$ cat src/rtl/memctl_cfg_pkg.sv
`timescale 1ns/1ps
package memctl_cfg_pkg;
  localparam int unsigned DATA_W = 32;

  localparam logic [31:0] CFG_OFS = 32'h0000_0000;
  localparam logic [31:0] ZQC_OFS = 32'h0000_00A8;
  localparam logic [31:0] ZQS_OFS = 32'h0000_00B0;

  localparam logic [DATA_W-1:0] CFG_RST = 32'h8002_0000;
  localparam logic [DATA_W-1:0] ZQC_RST = 32'h07B0_0000;
  localparam logic [DATA_W-1:0] ZQS_RST = 32'h8000_0000;

  // Request bits that complete instantly: init (31) and training (30).
  localparam logic [DATA_W-1:0] CFG_SELFCLR = 32'hC000_0000;
  // Calibration-done flag in the status word.
  localparam logic [DATA_W-1:0] ZQS_DONE = 32'h8000_0000;

  typedef enum logic [1:0] {SEL_ZERO, SEL_CFG, SEL_ZQC, SEL_ZQS} rd_sel_e;

  typedef struct packed {
    logic    wrCfg;
    logic    wrZqc;
    logic    wrZqs;
    logic    rdEn;
    rd_sel_e rdSel;
  } strobe_t;
endpackage

$ cat src/rtl/memctl_cfg_ctrl.sv
`timescale 1ns/1ps
module memctl_cfg_ctrl
  import memctl_cfg_pkg::*;
#(
  parameter int unsigned       ADDR_W   = 10,
  parameter logic [ADDR_W-1:0] OOB_BASE = 10'h2E4
) (
  input  logic              clk,
  input  logic              rst,
  input  logic [ADDR_W-1:0] busAddr,
  input  logic              busWrEn,
  input  logic              busRdEn,
  output strobe_t           strobes,
  output logic              busErr
);
  localparam int unsigned WA_W = ADDR_W - 2;
  localparam logic [WA_W-1:0] CFG_W = CFG_OFS[ADDR_W-1:2];
  localparam logic [WA_W-1:0] ZQC_W = ZQC_OFS[ADDR_W-1:2];
  localparam logic [WA_W-1:0] ZQS_W = ZQS_OFS[ADDR_W-1:2];
  localparam logic [WA_W-1:0] OOB_W = OOB_BASE[ADDR_W-1:2];

  logic [WA_W-1:0] wordAddr;
  logic            unusedAddrLow;
  logic            hitCfg, hitZqc, hitZqs, outOfRange;
  logic            errQ;

  assign wordAddr      = busAddr[ADDR_W-1:2];
  assign unusedAddrLow = ^busAddr[1:0];

  assign hitCfg     = (wordAddr == CFG_W);
  assign hitZqc     = (wordAddr == ZQC_W);
  assign hitZqs     = (wordAddr == ZQS_W);
  assign outOfRange = (wordAddr >= OOB_W);

  always_comb begin
    strobes.wrCfg = busWrEn && hitCfg;
    strobes.wrZqc = busWrEn && hitZqc;
    strobes.wrZqs = busWrEn && hitZqs;
    strobes.rdEn  = busRdEn;
    if (hitCfg)      strobes.rdSel = SEL_CFG;
    else if (hitZqc) strobes.rdSel = SEL_ZQC;
    else if (hitZqs) strobes.rdSel = SEL_ZQS;
    else             strobes.rdSel = SEL_ZERO;
  end

  always_ff @(posedge clk) begin
    if (rst) errQ <= 1'b0;
    else     errQ <= (busWrEn || busRdEn) && outOfRange;
  end

  assign busErr = errQ;
endmodule

$ cat src/rtl/memctl_cfg_dp.sv
`timescale 1ns/1ps
module memctl_cfg_dp
  import memctl_cfg_pkg::*;
(
  input  logic              clk,
  input  logic              rst,
  input  strobe_t           strobes,
  input  logic [DATA_W-1:0] wrData,
  output logic [DATA_W-1:0] rdData
);
  logic [DATA_W-1:0] cfgReg, zqcReg, zqsReg, rdQ;

  always_ff @(posedge clk) begin
    if (rst) begin
      cfgReg <= CFG_RST;
      zqcReg <= ZQC_RST;
      zqsReg <= ZQS_RST;
    end else begin
      if (strobes.wrCfg) cfgReg <= wrData & ~CFG_SELFCLR;
      if (strobes.wrZqc) zqcReg <= wrData;
      if (strobes.wrZqs)      zqsReg <= wrData;
      else if (strobes.wrZqc) zqsReg <= zqsReg | ZQS_DONE;
    end
  end

  always_ff @(posedge clk) begin
    if (rst) rdQ <= '0;
    else if (strobes.rdEn) begin
      unique case (strobes.rdSel)
        SEL_CFG: rdQ <= cfgReg;
        SEL_ZQC: rdQ <= zqcReg;
        SEL_ZQS: rdQ <= zqsReg;
        default: rdQ <= '0;
      endcase
    end
  end

  assign rdData = rdQ;
endmodule

$ cat src/rtl/memctl_cfg_stub.sv
`timescale 1ns/1ps
module memctl_cfg_stub
  import memctl_cfg_pkg::*;
#(
  parameter int unsigned       ADDR_W   = 10,
  parameter logic [ADDR_W-1:0] OOB_BASE = 10'h2E4
) (
  input  logic              clk,
  input  logic              rst,
  input  logic [ADDR_W-1:0] busAddr,
  input  logic              busWrEn,
  input  logic [DATA_W-1:0] busWrData,
  input  logic              busRdEn,
  output logic [DATA_W-1:0] busRdData,
  output logic              busErr
);
  strobe_t strobes;

  memctl_cfg_ctrl #(.ADDR_W(ADDR_W), .OOB_BASE(OOB_BASE)) u_ctrl (
    .clk(clk), .rst(rst), .busAddr(busAddr), .busWrEn(busWrEn),
    .busRdEn(busRdEn), .strobes(strobes), .busErr(busErr)
  );

  memctl_cfg_dp u_dp (
    .clk(clk), .rst(rst), .strobes(strobes),
    .wrData(busWrData), .rdData(busRdData)
  );
endmodule

$ cat config.mk
export PLATFORM = sky130hd
export DESIGN_NAME = memctl_cfg_stub
export DESIGN_NICKNAME = d
export VERILOG_FILES = /design/src/rtl/memctl_cfg_pkg.sv /design/src/rtl/memctl_cfg_ctrl.sv /design/src/rtl/memctl_cfg_dp.sv /design/src/rtl/memctl_cfg_stub.sv
export SDC_FILE = /design/constraint.sdc
export NUM_CORES = 1
export LEC_CHECK = 0
export ABC_AREA = 1
export BUFFER_PORTS_ARGS = -buffer_cell sky130_fd_sc_hd__buf_2
export CAP_MARGIN = 15
export CORE_AREA = 2 2 101 103
export DETAILED_ROUTE_END_ITERATION = 7
export DIE_AREA = 0 0 103 105
export HOLD_SLACK_MARGIN = 0.06
export MAX_ROUTING_LAYER = met4
export PLACE_DENSITY = 0.76
export SLEW_MARGIN = 20
export SYNTH_ARGS = -nofsm -noshare
export SYNTH_HDL_FRONTEND = slang
export SYNTH_SLANG_ARGS = --single-unit
export TNS_END_PERCENT = 20
$ cat constraint.sdc
create_clock -name clk -period 2.23 [get_ports clk]
set_input_delay 0.223 -clock clk [delete_from_list [all_inputs] [get_ports clk]]
set_output_delay 0.223 -clock clk [all_outputs]
set_load 0.05 [all_outputs]
# --- Word-level counts from Yosys, hierarchy flattened ---
# Cells that the tools add are included.
op_classes:
  n_reduce_logical: 7
  eq_ne: 5
  multipliers: 0
  div_mod_pow: 0
  shifts: 0
  n_bitwise: 0
  n_mux: 6
  order_cmp: 1
  add_sub_neg: 0
op_table:
  columns: ["cell", "n"]
  rows:
  - ["32-bit case mux with 3 select lines", 1]
  - ["32-bit two-way mux", 2]
  - ["8-bit by 6-bit == test with 1-bit output, second input constant", 2]
  - ["8-bit >= comparator, second input constant", 1]
  - ["8-bit logical NOT", 1]
  - ["2-bit two-way mux", 3]
  - ["2-bit == test, second input constant", 2]
  - ["1-bit logical AND", 4]
  - ["2-bit by 1-bit == test with 1-bit output, second input constant", 1]
  - ["2-bit nonzero test", 1]
  - ["1-bit logical OR", 1]
totals:
  regBits: 128
  ram_bits: 0
  latchBits: 0
  memories: 0
  wordCells: 25
  mem_bits_ro: 0
  inputBits: 46

# --- Longest topological paths before layout ---
# Gate-level depths: netlist of run 1.
logic_depth:
  depth_word: 6
  ltp_mapped: 8
  mapped_depth_nobuf: 7

# --- Cells and area by module ---
# From an unflattened synthesis of run 1, not the netlist that was laid out.
unflattened:
  cells_unflattened: 733
  area_unflattened_um2: 5806.8
modules_own_cells:
  columns: ["module", "n_inst", "area_each_um2", "seq_area_each_um2", "cells_per_inst"]
  rows:
  - ["memctl_cfg_dp", 1, 5632.9, 2542.4, 698]
  - ["memctl_cfg_ctrl", 1, 173.9, 20.0, 35]

# --- Worst setup path after synthesis of run 1 ---
# OpenSTA, ideal clock, no wires.
synth_path:
  path_type: "input to register"
  start: "input busAddr[2]"
  end: "register u_dp.cfgReg[22]"
  setup_ns: 0.116
  path_stages: 7
  slack_ns: 1.111
  arrival_time_ns: 1.004
  path_cell_list: "nor2_1 nand2_2 nor2_4 nand2_1 clkbuf_1 o21ai_0 nor2_1"
synth_via:
  elab_chain_len: 2
synth_rtl:
  columns: ["element", "line", "text"]
  rows:
  - ["start, declared", "memctl_cfg_stub.sv:10", "input logic [ADDR_W-1:0] busAddr,"]
  - ["8-bit logical NOT", "memctl_cfg_ctrl.sv:30", "assign hitCfg = (wordAddr == CFG_W);"]
  - ["1-bit logical AND", "memctl_cfg_ctrl.sv:36", "strobes.wrCfg = busWrEn && hitCfg;"]
  - ["end signal, assigned", "memctl_cfg_dp.sv:19", "if (strobes.wrCfg) cfgReg <= wrData & ~CFG_SELFCLR;"]
  - ["end, declared", "memctl_cfg_dp.sv:11", "logic [DATA_W-1:0] cfgReg, zqcReg, zqsReg, rdQ;"]
# No other way between the ends.
# A chain may end at the register's enable or synchronous reset.

# --- Final worst setup path of run 1 ---
layout_path:
  start: "input busAddr[8]"
  end: "register u_dp.zqcReg[0]"
layout_via:
  elab_chain_len: 2
layout_rtl:
  columns: ["element", "line", "text"]
  rows:
  - ["8-bit by 6-bit == test with 1-bit output", "memctl_cfg_ctrl.sv:31", "assign hitZqc = (wordAddr == ZQC_W);"]
  - ["1-bit logical AND", "memctl_cfg_ctrl.sv:37", "strobes.wrZqc = busWrEn && hitZqc;"]
  - ["end signal, assigned", "memctl_cfg_dp.sv:20", "if (strobes.wrZqc) zqcReg <= wrData;"]
  - ["end, declared", "memctl_cfg_dp.sv:11", null]
# No other way between the ends.

==> results of run 1 <==
-- placed cells by master, fill, tap and decap left out, drive strengths merged --
cell type	netlist	layout
nor2	67	67
nand3b	1	1
nand2	233	233
clkinvlp	0	2
a211oi	1	1
dlygate4sd3	0	34
bufinv	0	5
o2111ai	1	1
buf	30	90
inv	11	11
clkbuf	24	18
nand3	104	104
a21oi	89	89
dfxtp	128	128
clkinv	1	8
o21ai	30	30
o211ai	1	1
-- power by group --
group | leakage (nW) | switching, mW | internal (mW)
clock network | 0.305 | 1.02 | 1.93
logic | 1.23 | 0.150 | 0.0877
registers | 1.03 | 0.00178 | 2.29
total | 2.56 | 1.17 | 4.31
-- flip-flops by register name, summed over array words and instances, names as in the netlist --
register / cells
u_dp.rdData: 32
u_dp.zqcReg: 32
u_dp.zqsReg: 32
u_dp.cfgReg: 31
u_ctrl.busErr: 1
-- timing repair --
item                                    4_1_cts  5_1_grt
endpoints found under the setup margin        0        0
resized for setup                             0        0
hold endpoints to repair                     93        0
hold buffers                                 34        0
-- area by class of cell --
type,count,area [µm²]
inverter,12,45.0
timing repair buffer,124,826
clock buffer,18,418
sequential,128,2560
multi-input combinational,527,2330
clock inverter,14,215
tap,133,166
fill,821,3080
-- critical path, cell delays in order --
cell	delay [ns]
dlygate4sd3_1	0.53
buf_2	0.13
inv_1	0.06
nand2_1	0.08
nor2_4	0.33
nand3_4	0.12
inv_2	0.49
nand2_1	0.12
a21oi_1	0.16
-- logic make-up (layout without fill, tap and decap cells) --
kind of cell | Yosys count | count (layout) | synth area share, %
AND/OR/NAND/NOR | 405 | 405 | 32.9
buffers and inverters | 66 | 168 | 5.79
flip-flops | 128 | 128 | 49.4
AO/OA/AOI/OAI | 122 | 122 | 11.9
-- worst paths after layout --
check	start	cells after the start	endpoint	slack, ns
hold / removal	rst	4	u_dp.cfgReg[9]	0.25
hold reg to reg	u_dp.cfgReg[31]	2	u_dp.cfgReg[31]	0.44
setup reg to reg	u_dp.zqcReg[21]	4	u_dp.rdData[21]	1.37
setup / recovery	busAddr[8]	9	u_dp.zqcReg[0]	0.41
-- layer usage --
metal / part of all wire [%] / vias up
li1: - / 2524
met1: 41 / 2449
met2: 49 / 270
met3: 7.7 / 46
met4: 2.4 / 0
met5: 0 / -
-- per-stage QoR --
| step | power (mW) | setup slack (ns) |
|---|---|---|
| 2_1_floorplan | 2.44 | 1.11 |
| 3_3_place_gp | 2.53 | 0.500 |
| 3_5_place_dp | 2.53 | 0.442 |
| 4_1_cts | 5.49 | 0.448 |
| 5_1_grt | 5.63 | 0.233 |
| 6_report | 5.48 | 0.406 |
==> impl_metrics.tcl, run 1 <==
set metrics [dict create \
    slew_violations 0 \
    synth_area_um2 5190 \
    core_um2 9640 \
    hold_path_class "primary input to register" \
    row_count 36 \
    met2_usage_pct 46.4 \
    fin_util_pct 68.0 \
    grt_util_met3_pct 5.75 \
    dp_cells 890 \
    drtPass1Iterations 5 \
    routed_wl_um 14700 \
    use_met1_pct 35.0 \
    finalCritPeriodShare_pct 81.8 \
    p_per_area_nw_per_um2 835 \
    cts_tree "built" \
    die-area_um2 10800 \
    synth_area_leaders "dfxtp_1 49%, nand2_1 17%, nand3_1 9.8%" \
    grt_pass1_vias 5013 \
    dieHeight_um 105 \
    cp_max_fo 31 \
    syn_area_per_cell_um2 7.20 \
    nNetsFinal 856 \
    drt_iter0_markers 417 \
    place.gp.congestion 0.863 \
    final_cell_area_um2 6560 \
    cp.arrival_ns 2.26 \
    synth_top_area_share_pct 49.4 \
    synth_edf_count 0 \
    hold_viol_final 0 \
    drcViolationCount 0 \
    status "finished, final reports clean" \
    grt_overflow 0 \
    viasPerCell 5.53 \
    placed_cell_area_um2 5590 \
    critPathCaptureType "register" \
    layoutNonFillerInstCount 956 \
    cts_buffers 17 \
    ys_types 20 \
    fin_tns_setup_ns 0 \
    fin_skew_ns 0.00690 \
    whs_ns 0.252 \
    grt_max_degree 90 \
    htreeDepth 4 \
    required_ns 2.66 \
    top_usage_layer "met2" \
    yosysSeqAreaShare_pct 49.4 \
    cp-start-kind "primary input" \
    cap_violations 0 \
    synthTopCellsByCount "231 x nand2_1, 128 x dfxtp_1, 102 x nand3_1, 89 x a21oi_1, 63 x nor2_1" \
    initial_core_util_pct 53.8 \
    synth_top_area_cell "dfxtp_1" \
    ant_nets 0 \
    clock_sinks 128 \
    vias 5289 \
    clk_latency_ns 0.52 \
    ys_seq_elements 128 \
    grt_pass1_wl_um 24000 \
    synth_flop_cell "dfxtp_1" \
    io_buffers 76 \
    ios 79 \
    crit_type "primary input to register" \
    clk_pin_slew_worst_paths_ns 0.06 \
    synthesis.instances 721 \
    tightest_slew_ns 1.00 \
    syn2layout_area_growth_pct 26.4 \
    grt_usage_pct 29.0 \
    setup_viol 0 \
    clockBufferDepth 2 \
    diodes 0 \
    fmax_mhz 548 \
    async_flop_share_pct 0 \
    post_drt_wl_per_cell_um 15.4 \
    yosysMostFrequentCell "nand2_1" \
    hpwl_um 8030 \
    die_x_um 103 \
    drive_gt1_share_pct 15.9 \
    ir_worst_vdd_mv 0.510 \
    p_leak_nw 2.56 \
    antenna_found_initial 0 \
    period_needed_ns 1.82 \
    relSlewSlack_pct 33.2 \
    synth_warnings 0 \
    clockRootBuffer "clkbuf_8" \
    rsz0062_at_grt "false" \
    cts_setup_buffers 0 \
    synth_nets 767 \
]
Note: power is estimated with default switching activity, not from simulation.
==> inputs of run 2 (changes only) <==
- ABC_AREA: 1 -> 0
- CORE_AREA: 2 2 101 103 -> 2 2 104 106
- DIE_AREA: 0 0 103 105 -> 0 0 106 108
- PLACE_DENSITY: 0.76 -> 0.73
- clock period: 2.23 -> 1.5 ns (I/O delays scaled with it)
==> impl_metrics.tcl, run 2 <==
set metrics [dict create \
    yosysMostFrequentCell "nand2_1" \
    r2r_setup_slack_ns 0.58 \
    die_x_um 106 \
    crit_top_cell "dlygate4sd3_1" \
    relSlewSlack_pct 68.7 \
    grt_util_met3_pct 5.97 \
    post_drt_wl_per_cell_um 16.1 \
    crit_path_end "u_ctrl.busErr" \
    use_met1_pct 29.6 \
    met2_usage_pct 47.8 \
    clock_sinks 128 \
    syn2layout_area_growth_pct 33.8 \
    p_leak_nw 2.51 \
    critPathCaptureType "register" \
    cts-resized-gates 0 \
    grt_max_degree 51 \
    setup_viol 0 \
    yosysSeqAreaShare_pct 51.0 \
    grt_overflow 0 \
    reg2reg_depth 3 \
    synth_area_leaders "dfxtp_1 51%, nand2_1 16%, a21oi_1 8.7%" \
    synthesis.instances 616 \
    dp_cells 815 \
    ys_types 30 \
    row_count 37 \
    startpoint "rst" \
    place.gp.congestion 0.787 \
    required_ns 1.97 \
    ys_seq_elements 128 \
    drt_iter0_markers 367 \
    ios 79 \
    fin_tns_setup_ns 0 \
    htreeDepth 4 \
    die-area_um2 11400 \
    synthTopCellsByCount "218 x nand2_1, 128 x dfxtp_1, 87 x a21oi_1, 32 x o21ai_1" \
    synth_top_area_share_pct 51.0 \
    hold_viol_final 0 \
    fin_skew_ns 0.00698 \
    grt_usage_pct 27.0 \
    finalCritPeriodShare_pct 91.1 \
    cts_buffers 17 \
    synth_edf_count 0 \
    cap_violations 0 \
    cts_tree "built" \
    viasPerCell 5.61 \
    cpPeakStageDelay_ns 0.59 \
    antenna_found_initial 0 \
    clk_pin_slew_worst_paths_ns 0.06 \
    multi_input_area_um2 2240 \
    min_from "busAddr[6]" \
    synth_warnings 0 \
    mostFrequentLayoutCells "218 x nand2_1, 128 x dfxtp_1, 87 x a21oi_1" \
    grt_pass1_vias 4993 \
    synth_flop_cell "dfxtp_1" \
    period_needed_ns 1.37 \
    fin_util_pct 65.6 \
    hpwl_um 8840 \
    rsz0062_at_grt "false" \
    seqCellArea_um2 2560 \
    r2r-end "u_dp.rdData[3]" \
    hold_path_class "primary input to register" \
    nNetsFinal 782 \
    final_common_cell "nand2_1" \
    tightest_slew_ns 0.463 \
    cp_max_fo 8 \
    synth_area_um2 5020 \
    clockRootBuffer "clkbuf_8" \
    synth_nets 662 \
    drive_gt1_share_pct 19.9 \
    io_buffers 76 \
    synth_top_area_cell "dfxtp_1" \
    core_um2 10200 \
    status "finished, final reports clean" \
    grt_pass1_wl_um 23500 \
    drcViolationCount 0 \
    async_flop_share_pct 0 \
    reg2reg_from "u_dp.zqsReg[3]" \
    cp_cell_sequence "dlygate4sd3_1 -> buf_2 -> nor4b_1 -> dlygate4sd3_1" \
    vias 4968 \
    drtPass1Iterations 5 \
    p_per_area_nw_per_um2 1170 \
    dieHeight_um 108 \
    slew_violations 0 \
    fmax_mhz 732 \
    critical_path.slowest_cell "dlygate4sd3_1" \
    layoutNonFillerInstCount 885 \
    ant_nets 0 \
    fillers 836 \
    clockBufferDepth 2 \
    top_usage_layer "met2" \
    crit_type "primary input to register" \
    syn_area_per_cell_um2 8.15 \
    clk_latency_ns 0.53 \
    cp.arrival_ns 1.84 \
    cp-start-kind "primary input" \
    diodes 0 \
    initial_core_util_pct 49.1 \
    ir_worst_vdd_mv 0.962 \
    routed_wl_um 14200 \
]
run 2: changes by cell type after synthesis, moves of 5 or more:
cell      before  now
nand3b_1       1    7
nand3_1      102    2
nand2_1      231  218
a22oi_1        0   31
clkbuf_1      24   29
nor2_1        63    4
a22o_1         0   31
o21ai_1        0   32
inv_1          9    1
buf_2         24   15
and3_1         0    5
o21ai_0       30    0
run 2: what timing repair did:
action | CTS | global route
endpoints found under the hold margin | 96 | 0
hold buffers | 38 | 0
buffers inserted | 0 | 0
run 2: worst min path at each step:
stage                     depth (start not counted)         endpoint  slack (ns)
after floorplan                                   2  u_dp.cfgReg[17]        0.27
after global placement                            3  u_dp.zqcReg[21]        0.39
after detailed placement                          3  u_dp.zqcReg[24]        0.41
after CTS                                         5  u_dp.rdData[30]        0.12
after global routing                              5  u_dp.rdData[30]        0.13
final                                             5  u_dp.rdData[30]        0.12
run 2: logic make-up after synthesis:
kind of cell    after synthesis  synth area share [%]
flops                       128                  51.0
simple gates                252                  21.7
buf+inv                      51                  4.64
compound gates              185                  22.6
run 2: per-layer routing:
| metal | share of wire, % | wire length (µm) | vias up |
|---|---|---|---|
| met3 | 5.3 | 760 | 29 |
| met4 | 2.1 | 295 | 0 |
| li1 | - | - | 2352 |
| met5 | 0 | 0 | - |
| met1 | 41 | 5820 | 2420 |
| met2 | 52 | 7360 | 167 |
run 2: layout make-up:
class,count,area share (%)
clock buffers,22,6.74
clock inverters,10,2.01
inverters,1,0.0559
multi-input cells,437,33.4
flip-flops and latches,128,38.2
well taps,136,2.53
repair buffers,151,17.1
run 2: where the power goes:
group | switching, mW | internal, mW
clock | 1.48 | 2.61
sequential | 0.00201 | 3.41
combinational | 0.193 | 0.163
run 2: stage by stage:
| stage | power, mW | hold WS, ns | worst slack (ns) | cell area [µm²] |
|---|---|---|---|---|
| floorplan | 3.58 | 0.274 | 0.218 | 5020 |
| detailed placement | 3.75 | 0.408 | -0.149 | 5750 |
| global route | 8.07 | 0.129 | 0.124 | 6720 |
| CTS | 7.88 | 0.118 | 0.158 | 6720 |
| finish | 7.85 | 0.122 | 0.134 | 6720 |
| global placement | 3.75 | 0.395 | -0.108 | 5750 |
run 2: critical path, delay by kind of cell:
kind                   cells  cell delay [ns]
AND/OR/NAND/NOR            1             0.32
buffers and inverters      3             1.36
==> inputs of run 3 (changes only) <==
- PLACE_DENSITY: 0.73 -> not set
- PLACE_DENSITY_LB_ADDON: not set -> 0.25
==> impl_metrics.tcl, run 3 (same netlist as run 2, synthesis figures left out) <==
set metrics [dict create \
    met2_usage_pct 48.5 \
    reg2reg_depth 3 \
    internal-power_mw 6.16 \
    final_cell_area_um2 6700 \
    antenna_found_initial 0 \
    placed_cell_area_um2 5740 \
    critPathCaptureType "output port" \
    grt_max_degree 27 \
    r2r-end "u_dp.rdData[31]" \
    ir_worst_vdd_mv 0.936 \
    crit_family "flip-flops" \
    diodes 0 \
    clockBufferDepth 2 \
    row_count 37 \
    hold_path_class "primary input to register" \
    cp_cell_sequence "buf_2" \
    cp-start-kind "register" \
    ios 79 \
    cap_violations 0 \
    p_sw_mw 1.77 \
    rsz0062_at_grt "false" \
    clockRootBuffer "clkbuf_8" \
    status "finished, final reports clean" \
    whs_ns 0.0673 \
    layoutNonFillerInstCount 885 \
    place.gp.congestion 0.797 \
    use_met1_pct 28.6 \
    die_x_um 106 \
    grt_overflow 0 \
    r2r_setup_slack_ns 0.56 \
    crit_cells 1 \
    p_leak_nw 2.52 \
    seq_power_share_pct 42.9 \
    grt_pass1_vias 5008 \
    fmax_mhz 770 \
    crit_type "register to output port" \
    critPathBufInv 1 \
    top_usage_layer "met2" \
    min_path_cells 3 \
    fin_skew_ns 0.00636 \
    dp_cells 818 \
    clk_latency_ns 0.51 \
    p_clk_share_pct 52.6 \
    slew_violations 0 \
    die-area_um2 11400 \
    required_ns 1.35 \
    hold_viol_final 0 \
    relSlewSlack_pct 73.6 \
    drive_gt1_share_pct 20.7 \
    hold_end "u_ctrl.busErr" \
    tightest_slew_ns 0.390 \
    dieHeight_um 108 \
    cts-resized-gates 0 \
    period_needed_ns 1.30 \
    cts_buffers 17 \
    swShare_pct 22.3 \
    vias 4842 \
    dpl_worst_slack_ns -0.176 \
    setup_ws_ns 0.201 \
    cpPeakStageDelay_ns 0.36 \
    grt_usage_pct 26.6 \
    clk_pin_slew_worst_paths_ns 0.06 \
    fin_tns_setup_ns 0 \
    drt_iter0_markers 271 \
    finalCritPeriodShare_pct 86.6 \
    final_common_cell "nand2_1" \
    mostFrequentLayoutCells "218 x nand2_1, 128 x dfxtp_1, 87 x a21oi_1" \
    hpwl_um 8890 \
    io_buffers 76 \
    p_per_area_nw_per_um2 1180 \
    initial_core_util_pct 49.1 \
    htreeDepth 4 \
    reg2reg_from "u_dp.zqsReg[31]" \
    core_um2 10200 \
    cp_max_fo 2 \
    nNetsFinal 782 \
    drtPass1Iterations 5 \
    critical_path.slowest_cell "dfxtp_1" \
    grt_pass1_wl_um 23400 \
    ant_nets 0 \
    grt_util_met3_pct 6.09 \
    cp.arrival_ns 1.15 \
    drcViolationCount 0 \
    routed_wl_um 14100 \
    setup_viol 0 \
    cts_tree "built" \
    power_frac_comb_pct 4.4 \
    syn2layout_area_growth_pct 33.5 \
    min_from "busAddr[5]" \
    viasPerCell 5.47 \
    clock_sinks 128 \
    post_drt_wl_per_cell_um 15.9 \
]
[run 3: power by group through the flow]
stage               Sequential (mW)  Combinational (mW)  Clock [mW]
floorplan                      3.48              0.0964           0
global placement               3.48               0.270           0
detailed placement             3.48               0.276           0
CTS                            3.41               0.348        4.21
global route                   3.41               0.375        4.37
finish                         3.41               0.352        4.18
[run 3: through the flow]
stage | util [%] | total power [mW]
floorplan | - | 3.58
global placement | 56.1 | 3.75
detailed placement | 56.1 | 3.76
CTS | 65.5 | 7.96
global route | 65.5 | 8.15
finish | 65.5 | 7.93
[run 3: routing by layer]
metal | share of wire (%) | vias to the layer above
met1 | 41 | 2321
met4 | 1.4 | 0
met2 | 52 | 147
met3 | 5.5 | 19
met5 | 0 | -
li1 | - | 2355
[run 3: how the worst max path moves through the flow]
stage / to / from / slack, ns
finish: busRdData[0] / u_dp.rdData[0] / 0.20
global route: busRdData[0] / u_dp.rdData[0] / 0.17
CTS: busRdData[0] / u_dp.rdData[0] / 0.19
detailed placement: u_dp.rdData[20] / busAddr[2] / -0.18
global placement: u_dp.rdData[28] / busAddr[2] / -0.11
floorplan: u_dp.cfgReg[31] / busAddr[2] / 0.22
[run 3: what timing repair did]
| action | 4_1_cts | 5_1_grt |
|---|---|---|
| hold buffers | 35 | 0 |
| setup buffers | 0 | 0 |
| hold endpoints to repair | 96 | 0 |
[run 3: layout make-up]
class                      count  area [µm²]
sequential                   128        2560
inverter                       1        3.75
tap                          136         170
multi-input combinational    437        2240
fill                         837        3530
timing repair buffer         151        1120
clock inverter                14         179
clock buffer                  18         428
